--- src/rtl/pwm_pkg.sv ---
package pwm_pkg;

    localparam int WORD_W = 16;

    typedef logic [WORD_W-1:0] word_t;

    typedef struct packed {
        logic hs;
        logic ls;
    } gate_t;

    typedef struct packed {
        logic  en;
        word_t duty;
        word_t ceil;
    } ch_req_t;

    function automatic word_t wmin(input word_t a, input word_t b);
        return (a < b) ? a : b;
    endfunction

    function automatic word_t sat_inc(input word_t v, input word_t step, input word_t lim);
        word_t s;
        s = v + step;
        return ((s > lim) || (s < v)) ? lim : s;
    endfunction

endpackage

--- src/rtl/pwm_timebase.sv ---
module pwm_timebase
    import pwm_pkg::*;
#(
    parameter int PERIOD = 400
) (
    input  logic  clk,
    input  logic  rst,
    input  logic  standby,
    output word_t tb
);
    localparam word_t LAST = word_t'(PERIOD - 1);

    word_t step;
    word_t nxt;

    always_comb begin
        step = standby ? word_t'(2) : word_t'(1);
        nxt  = tb + step;
        if (nxt > LAST) begin
            nxt = '0;
        end else if (standby) begin
            nxt[0] = 1'b0;
        end
    end

    always_ff @(posedge clk) begin
        if (rst) tb <= '0;
        else     tb <= nxt;
    end


    tb_range_chk: assert property (@(posedge clk) disable iff (rst) tb <= LAST);


    tb_wrap_chk: assert property (@(posedge clk) disable iff (rst)
        (tb == LAST && !standby) |=> (tb == '0));


    tb_even_chk: assert property (@(posedge clk) disable iff (rst)
        $past(standby) |-> (tb[0] == 1'b0));

endmodule

--- src/rtl/pwm_softstart.sv ---
module pwm_softstart
    import pwm_pkg::*;
#(
    parameter int PERIOD = 400,
    parameter int SS_DIV = 4,
    parameter int STEP   = 1
) (
    input  logic  clk,
    input  logic  rst,
    input  logic  start,
    output word_t ceil_o,
    output logic  done
);
    localparam word_t P_W      = word_t'(PERIOD);
    localparam word_t DIV_LAST = word_t'(SS_DIV - 1);
    localparam word_t STEP_W   = word_t'(STEP);

    word_t div_q;
    word_t ceil_q;

    always_ff @(posedge clk) begin
        if (rst || start) begin
            ceil_q <= '0;
            div_q  <= '0;
        end else if (ceil_q != P_W) begin
            if (div_q == DIV_LAST) begin
                div_q  <= '0;
                ceil_q <= sat_inc(ceil_q, STEP_W, P_W);
            end else begin
                div_q <= div_q + word_t'(1);
            end
        end
    end

    assign ceil_o = ceil_q;
    assign done   = (ceil_q == P_W);


    ceil_bound_chk: assert property (@(posedge clk) disable iff (rst) ceil_q <= P_W);


    ceil_mono_chk: assert property (@(posedge clk) disable iff (rst)
        !start |=> (ceil_q >= $past(ceil_q)));


    ceil_restart_chk: assert property (@(posedge clk) disable iff (rst)
        start |=> (ceil_q == '0));

endmodule

--- src/rtl/pwm_channel.sv ---
module pwm_channel
    import pwm_pkg::*;
#(
    parameter int PERIOD = 400,
    parameter int DEAD   = 4,
    parameter int OFFSET = 0
) (
    input  logic    clk,
    input  logic    rst,
    input  word_t   tb,
    input  ch_req_t req,
    output gate_t   gate
);
    localparam word_t P_W   = word_t'(PERIOD);
    localparam word_t OFF_W = word_t'(OFFSET);
    localparam word_t D_W   = word_t'(DEAD);

    word_t sum;
    word_t phase;
    word_t fresh;
    word_t cur;
    word_t dlat;
    logic  at_start;
    logic  pwm_raw;
    word_t hs_idle;
    word_t ls_idle;

    always_comb begin
        sum      = tb + OFF_W;
        phase    = (sum >= P_W) ? (sum - P_W) : sum;
        at_start = (phase == '0);
        fresh    = wmin(req.duty, req.ceil);
        cur      = at_start ? fresh : dlat;
        pwm_raw  = req.en && (phase < cur);
    end

    always_ff @(posedge clk) begin
        if (rst) begin
            dlat <= '0;
        end else if (at_start) begin
            dlat <= fresh;
        end
    end

    always_ff @(posedge clk) begin
        if (rst) begin
            gate    <= '0;
            hs_idle <= '0;
            ls_idle <= '0;
        end else begin
            gate.hs <= pwm_raw && (ls_idle >= D_W);
            gate.ls <= req.en && !pwm_raw && (hs_idle >= D_W);
            hs_idle <= gate.hs ? '0 : sat_inc(hs_idle, word_t'(1), D_W);
            ls_idle <= gate.ls ? '0 : sat_inc(ls_idle, word_t'(1), D_W);
        end
    end


    no_overlap_chk: assert property (@(posedge clk) disable iff (rst)
        !(gate.hs && gate.ls));


    ls_gap_chk: assert property (@(posedge clk) disable iff (rst)
        $rose(gate.ls) |-> !$past(gate.hs));


    hs_gap_chk: assert property (@(posedge clk) disable iff (rst)
        $rose(gate.hs) |-> !$past(gate.ls));


    off_when_disabled_chk: assert property (@(posedge clk) disable iff (rst)
        !req.en |=> (!gate.hs && !gate.ls));

endmodule

--- src/rtl/pwm_ocp_blank.sv ---
module pwm_ocp_blank
    import pwm_pkg::*;
#(
    parameter int BLANK = 40
) (
    input  logic clk,
    input  logic rst,
    input  logic hs,
    input  logic oc_in,
    input  logic standby,
    output logic flag
);
    localparam word_t B_W = word_t'(BLANK);

    word_t blk;
    logic  sample;

    assign sample = hs && (blk >= B_W) && oc_in && !standby;

    always_ff @(posedge clk) begin
        if (rst) begin
            blk  <= '0;
            flag <= 1'b0;
        end else begin
            blk <= hs ? sat_inc(blk, word_t'(1), B_W) : '0;
            if (sample) flag <= 1'b1;
        end
    end


    flag_sticky_chk: assert property (@(posedge clk) disable iff (rst)
        flag |=> flag);


    no_standby_set_chk: assert property (@(posedge clk) disable iff (rst)
        $rose(flag) |-> !$past(standby));


    set_needs_hs_chk: assert property (@(posedge clk) disable iff (rst)
        $rose(flag) |-> ($past(hs) && $past(oc_in)));

endmodule

--- src/rtl/dual_phase_pwm_gen.sv ---
module dual_phase_pwm_gen
    import pwm_pkg::*;
#(
    parameter int PERIOD = 400,
    parameter int DEAD   = 4,
    parameter int BLANK  = 40,
    parameter int SS_DIV = 4,
    parameter int DUTY_W = 9
) (
    input  logic              clk,
    input  logic              rst,
    input  logic [DUTY_W-1:0] duty_a,
    input  logic [DUTY_W-1:0] duty_b,
    input  logic              standby,
    input  logic              en_a,
    input  logic              en_b,
    input  logic              oc_in,
    input  logic              ss_start_a,
    input  logic              ss_start_b,
    output logic              hs_a,
    output logic              ls_a,
    output logic              hs_b,
    output logic              ls_b,
    output logic              oc_flag,
    output logic              ss_done_a,
    output logic              ss_done_b
);
    localparam int NCH  = 2;
    localparam int HALF = PERIOD / 2;

    word_t   tb;
    logic    en_w     [NCH];
    word_t   duty_w   [NCH];
    logic    start_w  [NCH];
    word_t   ceil_w   [NCH];
    logic    done_w   [NCH];
    ch_req_t req      [NCH];
    gate_t   gate     [NCH];

    assign en_w[0]    = en_a;
    assign en_w[1]    = en_b && !standby;
    assign duty_w[0]  = word_t'(duty_a);
    assign duty_w[1]  = word_t'(duty_b);
    assign start_w[0] = ss_start_a;
    assign start_w[1] = ss_start_b;

    pwm_timebase #(.PERIOD(PERIOD)) u_tb (
        .clk     (clk),
        .rst     (rst),
        .standby (standby),
        .tb      (tb)
    );

    for (genvar i = 0; i < NCH; i++) begin : g_ch
        pwm_softstart #(
            .PERIOD (PERIOD),
            .SS_DIV (SS_DIV),
            .STEP   (i + 1)
        ) u_ss (
            .clk    (clk),
            .rst    (rst),
            .start  (start_w[i]),
            .ceil_o (ceil_w[i]),
            .done   (done_w[i])
        );

        assign req[i] = '{en: en_w[i], duty: duty_w[i], ceil: ceil_w[i]};

        pwm_channel #(
            .PERIOD (PERIOD),
            .DEAD   (DEAD),
            .OFFSET (i * HALF)
        ) u_ch (
            .clk  (clk),
            .rst  (rst),
            .tb   (tb),
            .req  (req[i]),
            .gate (gate[i])
        );
    end

    pwm_ocp_blank #(.BLANK(BLANK)) u_ocp (
        .clk     (clk),
        .rst     (rst),
        .hs      (gate[0].hs),
        .oc_in   (oc_in),
        .standby (standby),
        .flag    (oc_flag)
    );

    assign hs_a      = gate[0].hs;
    assign ls_a      = gate[0].ls;
    assign hs_b      = gate[1].hs;
    assign ls_b      = gate[1].ls;
    assign ss_done_a = done_w[0];
    assign ss_done_b = done_w[1];


    b_quiet_standby_chk: assert property (@(posedge clk) disable iff (rst)
        standby |=> (!hs_b && !ls_b));

endmodule

--- config.mk ---
export PLATFORM = sky130hd
export DESIGN_NAME = dual_phase_pwm_gen
export DESIGN_NICKNAME = d
export VERILOG_FILES = /design/src/rtl/pwm_pkg.sv /design/src/rtl/pwm_timebase.sv /design/src/rtl/pwm_softstart.sv /design/src/rtl/pwm_channel.sv /design/src/rtl/pwm_ocp_blank.sv /design/src/rtl/dual_phase_pwm_gen.sv
export SDC_FILE = /design/constraint.sdc
export NUM_CORES = 1
export LEC_CHECK = 0
export BUFFER_PORTS_ARGS = -buffer_cell sky130_fd_sc_hd__buf_2
export CAP_MARGIN = 20
export CORE_MARGIN = 3
export CORE_UTILIZATION = 60
export DETAILED_ROUTE_END_ITERATION = 12
export GPL_TIMING_DRIVEN = 0
export PLACE_DENSITY_LB_ADDON = 0.15
export SLEW_MARGIN = 15
export SYNTH_ARGS = -nofsm -noshare
export SYNTH_HDL_FRONTEND = slang
export SYNTH_HIERARCHICAL = 1
export SYNTH_SLANG_ARGS = --single-unit
--- constraint.sdc ---
create_clock -name clk -period 11.47 [get_ports clk]
set_input_delay 0.5735 -clock clk [delete_from_list [all_inputs] [get_ports clk]]
set_output_delay 0.5735 -clock clk [all_outputs]
set_load 0.02 [all_outputs]
==> results of run 1 <==
==> critical path: stages (launching register included) <==
cell and delay, ns:
sky130_fd_sc_hd__dfxtp_1 0.78, sky130_fd_sc_hd__ha_1 0.34, sky130_fd_sc_hd__buf_2 0.25, sky130_fd_sc_hd__xor2_1 0.16, sky130_fd_sc_hd__inv_1 0.10, sky130_fd_sc_hd__ha_1 0.18
sky130_fd_sc_hd__clkbuf_1 0.21, sky130_fd_sc_hd__a211oi_1 0.25, sky130_fd_sc_hd__mux2i_1 0.10, sky130_fd_sc_hd__o31a_1 0.29, sky130_fd_sc_hd__and3_1 0.18, sky130_fd_sc_hd__buf_6 0.13
sky130_fd_sc_hd__a311o_1 0.27, sky130_fd_sc_hd__xor2_1 0.21, sky130_fd_sc_hd__or4_4 0.54, sky130_fd_sc_hd__buf_6 0.16, sky130_fd_sc_hd__buf_4 0.19, sky130_fd_sc_hd__mux2i_1 0.20
sky130_fd_sc_hd__ha_1 0.28, sky130_fd_sc_hd__a21o_1 0.16, sky130_fd_sc_hd__a21o_1 0.17, sky130_fd_sc_hd__a21oi_1 0.21, sky130_fd_sc_hd__a211o_1 0.19, sky130_fd_sc_hd__o221a_2 0.23
sky130_fd_sc_hd__nand2_1 0.06, sky130_fd_sc_hd__o311ai_1 0.50, sky130_fd_sc_hd__and4b_1 0.26
==> logic make-up (layout without fill, tap and decap cells) <==
group | count (synthesis) | in the layout | share of synthesized area [%]
fa+ha+maj | 137 | 137 | 11.7
compound gates | 393 | 393 | 20.2
mux | 69 | 69 | 4.86
simple gates | 639 | 639 | 24.5
buf+inv | 201 | 265 | 6.19
other cells | 6 | 98 | 0.153
xor+xnor | 96 | 96 | 5.72
flops | 196 | 196 | 26.7
==> metal layers <==
metal / share of wire (%) / global-route usage, %
met2: 47 / 44.8
met1: 46 / 34.1
met4: 1.9 / 7.68
met3: 4.9 / 3.43
met5: 0.038 / 0
==> flip-flops by register name, indices dropped and copies added, names as in the netlist <==
signal / count
g_ch.u_ch/dlat: 32
g_ch.u_ch/gate: 4
g_ch.u_ch/hs_idle: 32
g_ch.u_ch/ls_idle: 32
g_ch.u_ss/ceil_o: 31
g_ch.u_ss/div_q: 32
u_ocp/blk: 16
u_ocp/flag: 1
u_tb/tb: 16
==> synthesized netlist by cell type (7+ instances only) <==
library cell | count | share of area (%)
sky130_fd_sc_hd__nand2_1 | 86 | 2.2
sky130_fd_sc_hd__o31ai_1 | 14 | 0.72
sky130_fd_sc_hd__nand2b_1 | 14 | 0.60
sky130_fd_sc_hd__nor2b_1 | 13 | 0.55
sky130_fd_sc_hd__clkbuf_1 | 23 | 0.59
sky130_fd_sc_hd__a211oi_2 | 13 | 1.1
sky130_fd_sc_hd__buf_6 | 11 | 0.84
sky130_fd_sc_hd__dfxtp_1 | 196 | 27
sky130_fd_sc_hd__o21ai_0 | 62 | 2.1
sky130_fd_sc_hd__a211oi_1 | 22 | 1.1
sky130_fd_sc_hd__a21o_1 | 45 | 2.3
sky130_fd_sc_hd__a21oi_1 | 68 | 2.3
sky130_fd_sc_hd__buf_4 | 9 | 0.46
sky130_fd_sc_hd__nor4_1 | 55 | 2.3
sky130_fd_sc_hd__nor2_1 | 161 | 4.1
sky130_fd_sc_hd__and4_1 | 13 | 0.78
sky130_fd_sc_hd__and2_1 | 14 | 0.60
sky130_fd_sc_hd__xnor2_1 | 50 | 3.0
sky130_fd_sc_hd__xor2_1 | 46 | 2.7
sky130_fd_sc_hd__ha_1 | 136 | 12
sky130_fd_sc_hd__inv_1 | 137 | 3.5
sky130_fd_sc_hd__nand3_1 | 49 | 1.7
sky130_fd_sc_hd__or3_1 | 20 | 0.85
sky130_fd_sc_hd__mux2_2 | 19 | 1.5
sky130_fd_sc_hd__and3_1 | 41 | 1.7
sky130_fd_sc_hd__a211o_1 | 7 | 0.42
sky130_fd_sc_hd__o22ai_1 | 13 | 0.55
sky130_fd_sc_hd__a31oi_1 | 26 | 1.1
sky130_fd_sc_hd__mux2i_1 | 50 | 3.4
sky130_fd_sc_hd__nor3_1 | 31 | 1.1
sky130_fd_sc_hd__o21a_1 | 9 | 0.46
sky130_fd_sc_hd__nand4_1 | 68 | 2.9
sky130_fd_sc_hd__buf_2 | 14 | 0.48
sky130_fd_sc_hd__a21boi_0 | 7 | 0.36
==> path summary, 6_finish.rpt <==
check	end	slack, ns
worst max-delay path	g_ch[1].u_ch/gate[1]	4.81
worst min-delay path	g_ch[1].u_ss/ceil_o[8]	0.48
worst max register to register	g_ch[1].u_ch/gate[1]	4.81
worst min register to register	g_ch[1].u_ss/div_q[1]	0.49
==> power by group <==
group / switching, mW / internal, mW / total (mW) / leakage [nW]
clock: 0.283 / 0.358 / 0.641 / 0.302
sequential: 0.0230 / 0.696 / 0.719 / 1.61
combinational: 0.0804 / 0.0582 / 0.139 / 4.76
total: 0.387 / 1.11 / 1.50 / 6.67
==> stage by stage <==
stage | area, µm² | utilization (%) | instances | worst slack [ns] | power, mW
after floorplan | 15000 | - | 1829 | 5.82 | 0.832
after global routing | 16200 | 68.3 | 2212 | 4.39 | 1.56
final | 16200 | 68.3 | 2212 | 4.81 | 1.50
after detailed placement | 15600 | 65.6 | 2180 | 4.93 | 0.868
after global placement | 15600 | 65.6 | 2180 | 5.00 | 0.865
after CTS | 16200 | 68.3 | 2212 | 4.91 | 1.51
==> cell type report <==
class / instances / area [µm²]
Multi-Input combinational cell: 1432 / 10200
Fill cell: 1903 / 7530
Sequential cell: 196 / 3920
Inverter: 137 / 514
Clock buffer: 19 / 443
Tap cell: 319 / 399
Buffer: 64 / 395
Clock inverter: 13 / 188
Timing Repair Buffer: 32 / 160
==> parameters.txt, run 1 <==
Parameter                              Value

Critical path
  Origin of the worst setup path ... u_tb/tb[3]
  Reg-to-Reg Start ... u_tb/tb[3]
  Critical setup path kind ... reg -> reg
  Kind of start point of the critical path ... register
  Arrival time of the worst setup path ... 7.03 ns
  Data required time of the critical path ... 11.85 ns
  Number of cells on the worst reg-to-reg path ... 26
  Largest fanout of any net on the critical path ... 18
  Critical Path End Type ... register

Timing
  Max-slew headroom ... 39.9%
  Count of final hold-check violations ... 0
  Fin Hold WS ... 0.482 ns
  Period utilisation layout ... 58.0%
  Setup-failing EPs final ... 0
  Count of final max-slew check failures ... 0
  RSZ-0062 raised after global routing ... no
  Summed negative setup slack over all endpoints ... 0 ns
  Transition time at the pin with the least slew margin ... 0.898 ns
  Final critical delay including setup and external delays ... 6.66 ns
  Worst setup skew after layout ... 0.00979 ns
  Timing-limited maximum frequency ... 0.150 GHz

Synthesis
  Fraction of registers with async set/reset ... 0%
  Post-synthesis average cell area ... 8.46 µm²
  Total standard cell area after synthesis ... 14700 µm²
  EDFF count, synth ... 0
  Most instantiated flip-flop cell in the synthesis netlist ... sky130_fd_sc_hd__dfxtp_1
  Count of cell types in the netlist ... 118
  Part of the Yosys area used for sequential elements ... 26.7%
  Total number of yosys warnings ... 6
  Post-synthesis register bit count ... 196
  Number of standard cells after synthesis ... 1737

Run
  Max capacitance violation total ... 0

Placed design
  Final weighted congestion of routability-driven global placement ... 0.949
  Detailed Place HPWL ... 25700 µm
  I/O Buffers ... 32

Floorplan
  Placement Rows ... 56
  Die Ht ... 162 µm
  Std-Cell Core Area ... 23800 µm²
  Top-level I/O count ... 33
  Die Area ... 26400 µm²
  Initial core utilization ... 61.8%
  Die Span X ... 162 µm

Hold path
  Number of cells traversed by the worst hold path ... 4
  Startpoint of the lowest-slack hold path ... ss_start_b
  Type of the tightest min-delay check ... in -> reg

Finish
  Inserted Diodes ... 0
  Most frequent cells in the layout ... sky130_fd_sc_hd__dfxtp_1 (196), sky130_fd_sc_hd__nor2_1 (161), sky130_fd_sc_hd__inv_1 (137)
  Most common library cell in the layout ignoring fill and taps ... sky130_fd_sc_hd__dfxtp_1
  Fraction of layout instances using a drive strength above 1 ... 10.8%
  Signed area change from the synthesized netlist to the final layout ... 10.5%
  Net count of the finished layout ... 2043

Clock tree
  TritonCTS clock tree ... done
  TritonCTS buffer count ... 17
  Cell at the root of the clock tree ... sky130_fd_sc_hd__clkbuf_16
  Clock transition time at the flip-flop clock pins of the worst setup and hold paths ... 0.07 ns
  Insertion delay to the later sink of the worst-skew pair ... 0.44 ns
  Total number of H-tree levels ... 4
  Deepest clock path buffer count ... 2
  CTS Sinks ... 196
  Cts hold-fix bufs ... 0
  Buffers inserted by post-CTS timing repair ... 0
  CTS-repair resized insts ... 0

Power and ir drop
  Total power divided by cell area ... 92.3 nW/µm²
  VDD IR max ... 0.0000736 V
  Lkg Pwr ... 6.67 nW

Routing
  Violation count after the first detailed-route iteration ... 1029
  Total DRC errors in the routed layout ... 0
  First-pass iteration count of the detailed router ... 7
  Routed vias ... 13400
  Final wirelength ... 34600 µm
  Vias per std cell ... 6.05
  Post-DRT Antenna Nets ... 0
  DR WL/cell ... 15.7 µm

GRT
  GRT Overall Usage ... 26.0%
  Global-route wire length before repair ... 58500 µm
  Antenna violations before repair ... 1
  Vias in the first global route ... 12600
  Overflow left after global routing ... 0
  Largest net degree at the start of global routing ... 20

Status
  Outcome ... finished, final reports clean
No activity file was read; power rests on OpenSTA's default activity.
==> run 2, diff against run 1 <==
==> constraint.sdc (replaced) <==
create_clock -name clk -period 6.85 [get_ports clk]
set_input_delay 0.3425 -clock clk [delete_from_list [all_inputs] [get_ports clk]]
set_output_delay 0.3425 -clock clk [all_outputs]
set_load 0.02 [all_outputs]
==> run 2 against run 1 <==
Against the previous run:
- utilization is essentially flat
- combinational power grew 67%
- non-clock buffer count is the same
- hold slack lost 0.23 ns
- largest cell class unchanged
==> parameters.txt, run 2 (synthesis gave the netlist of run 1 again) <==
Parameter                              Value

Critical path
  Top Family by Delay on Critical Path ... compound AO/OA/AOI/OAI gates (unchanged)
  Kind of start point of the critical path ... register (unchanged)
  Most frequent cell on the critical path ... sky130_fd_sc_hd__ha_1 (unchanged)
  Largest fanout of any net on the critical path ... 18 (unchanged)
  Critical setup path kind ... reg -> reg (unchanged)
  Slowest Stage Delay on Critical Path ... 0.57 ns (was 0.78 ns)
  Critical Path End Type ... register (unchanged)
  Data required time of the critical path ... 7.23 ns (was 11.85 ns)
  Worst path buffer plus inverter count ... 6 (unchanged)
  Number of cells on the worst reg-to-reg path ... 26 (unchanged)
  Levels on crit path ... 26 (unchanged)
  Crit path max-delay cell type ... sky130_fd_sc_hd__dfxtp_2 (was sky130_fd_sc_hd__dfxtp_1)
  Arrival time of the worst setup path ... 6.78 ns (was 7.03 ns)

Floorplan
  Die Span X ... 162 µm (unchanged)
  Std-Cell Core Area ... 23800 µm² (unchanged)
  Die Ht ... 162 µm (unchanged)
  Placement Rows ... 56 (unchanged)
  Top-level I/O count ... 33 (unchanged)
  Die Area ... 26400 µm² (unchanged)
  Initial core utilization ... 61.8% (unchanged)

Power and ir drop
  Total power divided by cell area ... 155 nW/µm² (was 92.3 nW/µm²)
  VDD IR max ... 0.000123 V (was 0.0000736 V)
  Lkg Pwr ... 6.67 nW (about the same)

Finish
  Register cell area after layout ... 3930 µm² (was 3920 µm²)
  Most frequent cells in the layout ... sky130_fd_sc_hd__dfxtp_1 (194), sky130_fd_sc_hd__nor2_1 (161), sky130_fd_sc_hd__inv_1 (137) (was sky130_fd_sc_hd__dfxtp_1 (196), sky130_fd_sc_hd__nor2_1 (161), sky130_fd_sc_hd__inv_1 (137))
  Most common library cell in the layout ignoring fill and taps ... sky130_fd_sc_hd__dfxtp_1 (unchanged)
  Footprint of the multi-input gates ... 10200 µm² (unchanged)
  Filler Cells Inserted ... 1903 (unchanged)
  Fraction of layout instances using a drive strength above 1 ... 10.9% (was 10.8%)
  Net count of the finished layout ... 2043 (unchanged)
  Number of non-filler instances in the completed layout ... 2212 (unchanged)
  Inserted Diodes ... 0 (unchanged)
  Signed area change from the synthesized netlist to the final layout ... 10.5% (about the same)

Hold path
  Number of cells traversed by the worst hold path ... 4 (unchanged)
  Type of the tightest min-delay check ... in -> reg (unchanged)

Clock tree
  CTS Sinks ... 196 (unchanged)
  TritonCTS buffer count ... 17 (unchanged)
  Insertion delay to the later sink of the worst-skew pair ... 0.44 ns (about the same)
  Clock transition time at the flip-flop clock pins of the worst setup and hold paths ... 0.07 ns (about the same)
  TritonCTS clock tree ... done (unchanged)
  Total number of H-tree levels ... 4 (unchanged)
  Cell at the root of the clock tree ... sky130_fd_sc_hd__clkbuf_16 (unchanged)
  Deepest clock path buffer count ... 2 (unchanged)

GRT
  Overflow left after global routing ... 0 (unchanged)
  Antenna violations before repair ... 1 (unchanged)
  Global-route wire length before repair ... 58500 µm (unchanged)
  GRT Overall Usage ... 26.0% (unchanged)
  Largest net degree at the start of global routing ... 20 (unchanged)
  Vias in the first global route ... 12600 (unchanged)

Run
  Max capacitance violation total ... 0 (unchanged)

Timing
  Setup-failing EPs final ... 0 (unchanged)
  Final critical delay including setup and external delays ... 6.40 ns (was 6.66 ns)
  RSZ-0062 raised after global routing ... no (unchanged)
  Count of final max-slew check failures ... 0 (unchanged)
  Period utilisation layout ... 93.4% (was 58.0%)
  Worst setup skew after layout ... 0.00857 ns (was 0.00979 ns)
  Transition time at the pin with the least slew margin ... 0.891 ns (was 0.898 ns)
  Timing-limited maximum frequency ... 0.156 GHz (was 0.150 GHz)
  Max-slew headroom ... 40.3% (was 39.9%)
  Summed negative setup slack over all endpoints ... 0 ns (unchanged)
  Count of final hold-check violations ... 0 (unchanged)

Routing
  DR WL/cell ... 15.7 µm (about the same)
  First-pass iteration count of the detailed router ... 5 (was 7)
  Total DRC errors in the routed layout ... 0 (unchanged)
  Post-DRT Antenna Nets ... 0 (unchanged)
  Violation count after the first detailed-route iteration ... 1034 (was 1029)
  Routed vias ... 13400 (about the same)
  Vias per std cell ... 6.05 (about the same)
  Final wirelength ... 34600 µm (about the same)

Placed design
  Placed cells ... 2180 (unchanged)
  Final weighted congestion of routability-driven global placement ... 0.949 (unchanged)
  Detailed Place HPWL ... 25700 µm (unchanged)
  I/O Buffers ... 32 (unchanged)

Status
  Outcome ... finished, final reports clean (unchanged)
run 2: cell types whose count changed in the layout (fill, tap and decap cells not counted):
cell,change
sky130_fd_sc_hd__dfxtp_2,+2
sky130_fd_sc_hd__dfxtp_1,-2
run 2: routing by layer:
layer | routed length, µm | up-vias | track usage, %
li1 | - | 6653 | -
met1 | 16000 | 6308 | 34.1
met2 | 16200 | 351 | 44.8
met3 | 1700 | 61 | 3.43
met4 | 653 | 2 | 7.68
met5 | 13 | - | 0
run 2: path summary, 6_finish.rpt:
path / startpoint / slack, ns / end
setup reg to reg: u_tb/tb[3] / 0.45 / g_ch[1].u_ch/gate[1]
setup / recovery: u_tb/tb[3] / 0.45 / g_ch[1].u_ch/gate[1]
hold reg to reg: g_ch[1].u_ss/div_q[1] / 0.49 / g_ch[1].u_ss/div_q[1]
hold / removal: ss_start_b / 0.25 / g_ch[1].u_ss/ceil_o[8]
run 2: worst register-to-register path: stages (launching register included):
cell and delay, ns:
sky130_fd_sc_hd__dfxtp_2 0.57, sky130_fd_sc_hd__ha_1 0.30, sky130_fd_sc_hd__buf_2 0.25, sky130_fd_sc_hd__xor2_1 0.16, sky130_fd_sc_hd__inv_1 0.10, sky130_fd_sc_hd__ha_1 0.18, sky130_fd_sc_hd__clkbuf_1 0.21, sky130_fd_sc_hd__a211oi_1 0.26
sky130_fd_sc_hd__mux2i_1 0.10, sky130_fd_sc_hd__o31a_1 0.29, sky130_fd_sc_hd__and3_1 0.18, sky130_fd_sc_hd__buf_6 0.14, sky130_fd_sc_hd__a311o_1 0.27, sky130_fd_sc_hd__xor2_1 0.21, sky130_fd_sc_hd__or4_4 0.54, sky130_fd_sc_hd__buf_6 0.16
sky130_fd_sc_hd__buf_4 0.19, sky130_fd_sc_hd__mux2i_1 0.20, sky130_fd_sc_hd__ha_1 0.28, sky130_fd_sc_hd__a21o_1 0.16, sky130_fd_sc_hd__a21o_1 0.17, sky130_fd_sc_hd__a21oi_1 0.21, sky130_fd_sc_hd__a211o_1 0.19, sky130_fd_sc_hd__o221a_2 0.23
sky130_fd_sc_hd__nand2_1 0.06, sky130_fd_sc_hd__o311ai_1 0.50, sky130_fd_sc_hd__and4b_1 0.26
run 2: timing repair:
action                     CTS  global route
setup buffers                0             0
hold buffers                 0             0
setup endpoints to repair    0             2
gates resized for setup      0             2
run 2: layout make-up:
class,instances,area share [%]
sequential,196,24.2
timing repair buffer,32,0.987
clock buffer,19,2.73
inverter,137,3.17
buffer,64,2.44
multi-input combinational,1432,62.9
clock inverter,13,1.16
tap,319,2.46
run 2: through the flow:
step                      setup WS, ns  util [%]  power (mW)  hold WS (ns)  instance area (µm²)
after detailed placement         0.314      65.6        1.45         0.482                15600
after global routing            0.0574      68.3        2.61         0.260                16200
after global placement           0.379      65.6        1.45         0.461                15600
after CTS                        0.292      68.3        2.53         0.217                16200
final                            0.452      68.3        2.51         0.250                16200
after floorplan                   1.20         -        1.39         0.415                15000
run 2: power breakdown:
group	total [mW]	internal, mW	switching (mW)	leakage [nW]
sequential	1.20	1.17	0.0385	1.61
clock	1.07	0.599	0.475	0.302
combinational	0.232	0.0974	0.135	4.76
total	2.51	1.86	0.648	6.67
